[src/rtl/udc_pkg.sv]
// Package udc_pkg
// Shared types for the cascadable up/down counter. A step code names what
// one counter stage does on the next clock edge.
package udc_pkg;

    typedef enum logic [1:0] {
        STEP_HOLD = 2'b00,
        STEP_UP   = 2'b01,
        STEP_DOWN = 2'b10
    } step_e;

    // Turn a pair of raw requests into a step; equal requests cancel.
    function automatic step_e decode_req(input logic up_req, input logic dn_req);
        step_e s;
        if (up_req && !dn_req) begin
            s = STEP_UP;
        end else if (dn_req && !up_req) begin
            s = STEP_DOWN;
        end else begin
            s = STEP_HOLD;
        end
        return s;
    endfunction

endpackage

[src/rtl/udc_stage.sv]
// Module udc_stage
// One counter stage of W bits. It takes a step code, wraps at both ends and
// registers a terminal flag that is high for one cycle after a step lands on
// all ones (up) or zero (down). Assumes: the clock reaches the registers
// directly; the reset is synchronous and active low.
module udc_stage
    import udc_pkg::*;
#(
    parameter int W = 4
) (
    input  logic         clk,
    input  logic         rst_n,
    input  step_e        step,
    output logic [W-1:0] count_o,
    output logic         tc_o
);

    localparam logic [W-1:0] ONES = {W{1'b1}};
    localparam logic [W-1:0] ONE  = W'(1);

    logic [W-1:0] count_q;
    logic         tc_q;

    // Advance the count and flag the landing on a terminal value.
    always_ff @(posedge clk) begin
        if (!rst_n) begin
            count_q <= '0;
            tc_q    <= 1'b0;
        end else begin
            case (step)
                STEP_UP: begin
                    count_q <= count_q + ONE;
                    tc_q    <= (count_q == (ONES - ONE));
                end
                STEP_DOWN: begin
                    count_q <= count_q - ONE;
                    tc_q    <= (count_q == ONE);
                end
                default: begin
                    count_q <= count_q;
                    tc_q    <= 1'b0;
                end
            endcase
        end
    end

    assign count_o = count_q;
    assign tc_o    = tc_q;

endmodule

[src/rtl/udc_link.sv]
// Module udc_link
// Combinational carry/borrow link between two neighbouring stages. The upper
// stage steps up when the lower one steps up from all ones, and steps down
// when the lower one steps down from zero. Assumes the lower step code is
// already resolved (never both directions).
module udc_link
    import udc_pkg::*;
#(
    parameter int W = 4
) (
    input  step_e        lower_step,
    input  logic [W-1:0] lower_count,
    output step_e        upper_step
);

    localparam logic [W-1:0] ONES = {W{1'b1}};

    // Pass a step upward only when the lower stage is wrapping.
    always_comb begin
        if (lower_step == STEP_UP && lower_count == ONES) begin
            upper_step = STEP_UP;
        end else if (lower_step == STEP_DOWN && lower_count == '0) begin
            upper_step = STEP_DOWN;
        end else begin
            upper_step = STEP_HOLD;
        end
    end

endmodule

[src/rtl/udc_cascade.sv]
// Module udc_cascade
// Chain of STAGES up/down counter stages, each STAGE_W bits wide, forming a
// single wrapping counter. Increment and decrement requests cancel when both
// are high. Per-stage terminal flags and a whole-counter terminal flag are
// provided. data_in is present on the port list and has no function.
// Assumes: clk drives every register directly; rst_n is synchronous.
module udc_cascade
    import udc_pkg::*;
#(
    parameter int STAGE_W = 4,
    parameter int STAGES  = 2
) (
    input  logic                        clk,
    input  logic                        rst_n,
    input  logic                        inc,
    input  logic                        dec,
    input  logic [STAGE_W*STAGES-1:0]   data_in,
    output logic [STAGE_W*STAGES-1:0]   count,
    output logic [STAGES-1:0]           stage_tc,
    output logic                        tc
);

    localparam int TOTAL_W = STAGE_W * STAGES;

    step_e step_chain [STAGES];

    // Resolve the raw requests into the lowest stage's step.
    assign step_chain[0] = decode_req(inc, dec);

    for (genvar g = 0; g < STAGES; g++) begin : g_stage
        udc_stage #(.W(STAGE_W)) u_stage (
            .clk     (clk),
            .rst_n   (rst_n),
            .step    (step_chain[g]),
            .count_o (count[g*STAGE_W +: STAGE_W]),
            .tc_o    (stage_tc[g])
        );
        if (g < STAGES - 1) begin : g_link
            udc_link #(.W(STAGE_W)) u_link (
                .lower_step  (step_chain[g]),
                .lower_count (count[g*STAGE_W +: STAGE_W]),
                .upper_step  (step_chain[g+1])
            );
        end
    end

    // Whole-counter flag: the lowest stage just landed and the rest agree.
    assign tc = stage_tc[0] && (count == {TOTAL_W{1'b1}} || count == '0);

endmodule


[config.mk]
export PLATFORM = sky130hd
export DESIGN_NAME = udc_cascade
export DESIGN_NICKNAME = d
export VERILOG_FILES = /design/src/rtl/udc_pkg.sv /design/src/rtl/udc_stage.sv /design/src/rtl/udc_link.sv /design/src/rtl/udc_cascade.sv
export SDC_FILE = /design/constraint.sdc
export NUM_CORES = 1
export LEC_CHECK = 0
export ABC_AREA = 1
export BUFFER_PORTS_ARGS = -buffer_cell sky130_fd_sc_hd__buf_4
export CAP_MARGIN = 20
export CORE_MARGIN = 4
export CORE_UTILIZATION = 44
export CTS_CLUSTER_DIAMETER = 200
export DETAILED_ROUTE_END_ITERATION = 8
export PLACE_DENSITY = 0.75
export REMOVE_ABC_BUFFERS = 1
export SKIP_CTS_REPAIR_TIMING = 1
export SYNTH_ARGS = -nofsm -noshare
export SYNTH_HDL_FRONTEND = slang
export SYNTH_SLANG_ARGS = --single-unit
export TNS_END_PERCENT = 30
[constraint.sdc]
create_clock -name clk -period 1.4 [get_ports clk]
set_clock_uncertainty 0.15 [all_clocks]
set_input_delay 0 -clock clk [delete_from_list [all_inputs] [get_ports clk]]
set_output_delay 0 -clock clk [all_outputs]
set_load 0.01 [all_outputs]
==> impl_metrics.env <==
export IMPL_pwr_density_cell_nw_per_um2=893
export IMPL_period_share_pct=107
export IMPL_num_io_pins=23
export IMPL_p_leak_nw=0.494
export IMPL_synth_cells=101
export IMPL_io_buffers=14
export IMPL_postRouteAntennaNets=0
export IMPL_via_per_inst=5.14
export IMPL_nets=155
export IMPL_clockPowerShare_pct=29.0
export IMPL_rsz0062_at_grt="true"
export IMPL_grt_use_total_pct=14.2
export IMPL_clk_path_buf_depth=2
export IMPL_ys_seq_area_share_pct=27.1
export IMPL_fp_dieW_um=49.0
export IMPL_yosysUniqueCellTypes=21
export IMPL_comb_power_share_pct=33.3
export IMPL_hold_ws_ns=0.0371
export IMPL_die_area_um2=2400
export IMPL_violations="negative setup slack"
export IMPL_drive_gt1_share_pct=35.4
export IMPL_period_minus_slack_ns=1.49
export IMPL_drt_iter0_markers=13
export IMPL_hold_violations=0
export IMPL_root_buffer="clkbuf_4"
export IMPL_p_sw_share_pct=33.2
export IMPL_tightest_slew_ns=0.252
export IMPL_fill_cells=133
export IMPL_grt_max_degree=10
export IMPL_synth_seq_cells=10
export IMPL_dpl_cell_count=139
export IMPL_stdcell_count=146
export IMPL_die_h_um=49.0
export IMPL_final_max_slew_violation_count=0
export IMPL_fin_total_pwr_w=0.000927
export IMPL_max_cap_violations=0
export IMPL_max_freq_mhz=670
export IMPL_cts_buffers=3
export IMPL_start_kind="flop"
export IMPL_cp_data_required_time_ns=1.25
export IMPL_worst_slack_ns=-0.0931
export IMPL_antenna_cells=0
export IMPL_slew_headroom_pct=83.2
export IMPL_setup_viol=3
export IMPL_clk_latency_ns=0.27
export IMPL_avgSynthCellArea_um2=7.31
export IMPL_cp_data_arrival_time_ns=1.34
export IMPL_power_frac_seq_pct=37.7
export IMPL_critPathKind="reg -> out"
export IMPL_gp_congestion=0.790
export IMPL_clkSlewWorstSetupHoldPaths_ns=0.07
export IMPL_yosys_warnings=0
export IMPL_cts_tree="done"
export IMPL_power_switching_w=0.000307
export IMPL_yosys_area_top_type_share_pct=27.1
export IMPL_synth_largest_area_cell="dfxtp_1"
export IMPL_grt_pass1_vias=628
export IMPL_synthTopCellsByArea="dfxtp_1 (27%), ha_1 (20%), nand2_1 (7.6%)"
export IMPL_htree_levels=1
export IMPL_area_growth_pct=40.7
export IMPL_status="finished with violations"
export IMPL_tns_ns=-0.128
export IMPL_drt_wirelength_per_cell_um=12.5
export IMPL_cts_sinks=10
export IMPL_hpwl_um=1310
export IMPL_p_int_w=0.000620
export IMPL_netlist_area_um2=738
export IMPL_hp_class="in -> reg"
export IMPL_start_util_pct=47.9
export IMPL_ir_drop_mv=0.590
export IMPL_wirelength_um=1830
export IMPL_vias=751
export IMPL_dr_pass1_iters=4
export IMPL_overflow=0
export IMPL_drc_errors=0
export IMPL_grt_pass1_wl_um=2720
export IMPL_cp_max_fo=5
export IMPL_coreArea_um2=1540
export IMPL_end_kind="primary output"
export IMPL_antenna_found_initial=0
export IMPL_num_rows=14
-- power by group through the flow --
stage          registers, W  clock network (W)  logic (W)
5_1_grt            0.000354           0.000292   0.000346
4_1_cts            0.000340           0.000275   0.000282
3_5_place_dp       0.000347                  0   0.000281
2_1_floorplan      0.000359                  0   0.000144
6_report           0.000349           0.000269   0.000309
3_3_place_gp       0.000345                  0   0.000274
-- stage by stage --
step	utilization, %	cell area, um2	worst slack, ns
after floorplan	-	718	-0.0570
after global placement	60.1	926	-0.0391
after detailed placement	60.1	926	-0.0719
after CTS	62.4	962	-0.307
after global routing	67.4	1040	-0.165
final	67.4	1040	-0.0931
-- per-layer routing --
| metal | part of all wire, % | global-route usage [%] | routed length, um |
|---|---|---|---|
| met3 | 3.3 | 3.67 | 60 |
| met4 | 1.6 | 7.62 | 29 |
| met1 | 45 | 17.9 | 829 |
| met2 | 50 | 22.0 | 907 |
| met5 | 0 | 0 | 0 |
-- path summary, 6_finish.rpt --
path / startpoint / endpoint / slack, ns / depth (start not counted)
worst max register to register: g_stage[0].u_stage.count_o[0] / g_stage[1].u_stage.count_o[2] / -0.02 / 5
worst min-delay path: dec / g_stage[0].u_stage.tc_o / 0.04 / 3
worst min register to register: g_stage[1].u_stage.count_o[0] / g_stage[1].u_stage.count_o[0] / 0.46 / 3
worst max-delay path: g_stage[0].u_stage.count_o[0] / tc / -0.09 / 6
-- sequential cells by signal, indices dropped and copies added (netlist names) --
register / cells
g_stage.u_stage.count_o: 8
g_stage.u_stage.tc_o: 2
-- placed cells by master (no fill, tap or decap), types with 2 or more instances in the layout --
| master | n |
|---|---|
| a21oi_1 | 5 |
| buf_4 | 27 |
| clkbuf_4 | 3 |
| dfxtp_1 | 7 |
| dfxtp_2 | 2 |
| ha_1 | 10 |
| ha_4 | 2 |
| inv_1 | 9 |
| inv_2 | 3 |
| nand2_1 | 14 |
| nand3_1 | 6 |
| nand3_2 | 2 |
| nand4_1 | 4 |
| nor2_1 | 13 |
| nor2_2 | 2 |
| o21ai_0 | 7 |
| xor2_1 | 3 |
-- worst max-delay path, cell delays in order, from the launching register on --
cell      delay (ns)
dfxtp_4         0.39
ha_4            0.15
nand3_2         0.07
nor2_2          0.13
nand2_1         0.07
a21boi_2        0.12
buf_4           0.13
-- cell usage after synthesis --
cell type	instances
mux2i_1	1
buf_2	1
nand2_1	15
o22ai_1	1
nor2_1	14
a211oi_1	1
nand3b_1	1
a21oi_1	5
buf_4	2
dfxtp_1	10
ha_1	12
a21boi_0	1
or2_0	1
nand3_2	1
nor2_2	1
o21ai_0	7
or2_1	1
nand4_1	4
nand3_1	7
inv_1	12
xor2_1	3
-- layout make-up --
type / instances / area [um2] / area share [%]
tap: 16 / 20.0 / 1.93
inverter: 12 / 45.0 / 4.34
clock buffer: 4 / 36.3 / 3.49
timing repair buffer: 28 / 213 / 20.5
sequential: 10 / 206 / 19.9
multi-input combinational: 76 / 518 / 49.9
-- kinds of logic after synthesis --
kind of cell    after synthesis  synth area share [%]
compound gates               15                  11.0
flops                        10                  27.1
mux                           1                  1.36
buf+inv                      15                  8.81
simple gates                 45                  27.8
xor+xnor                      3                  3.56
fa+ha+maj                    12                  20.3
Note: power is estimated with default switching activity, not from simulation.
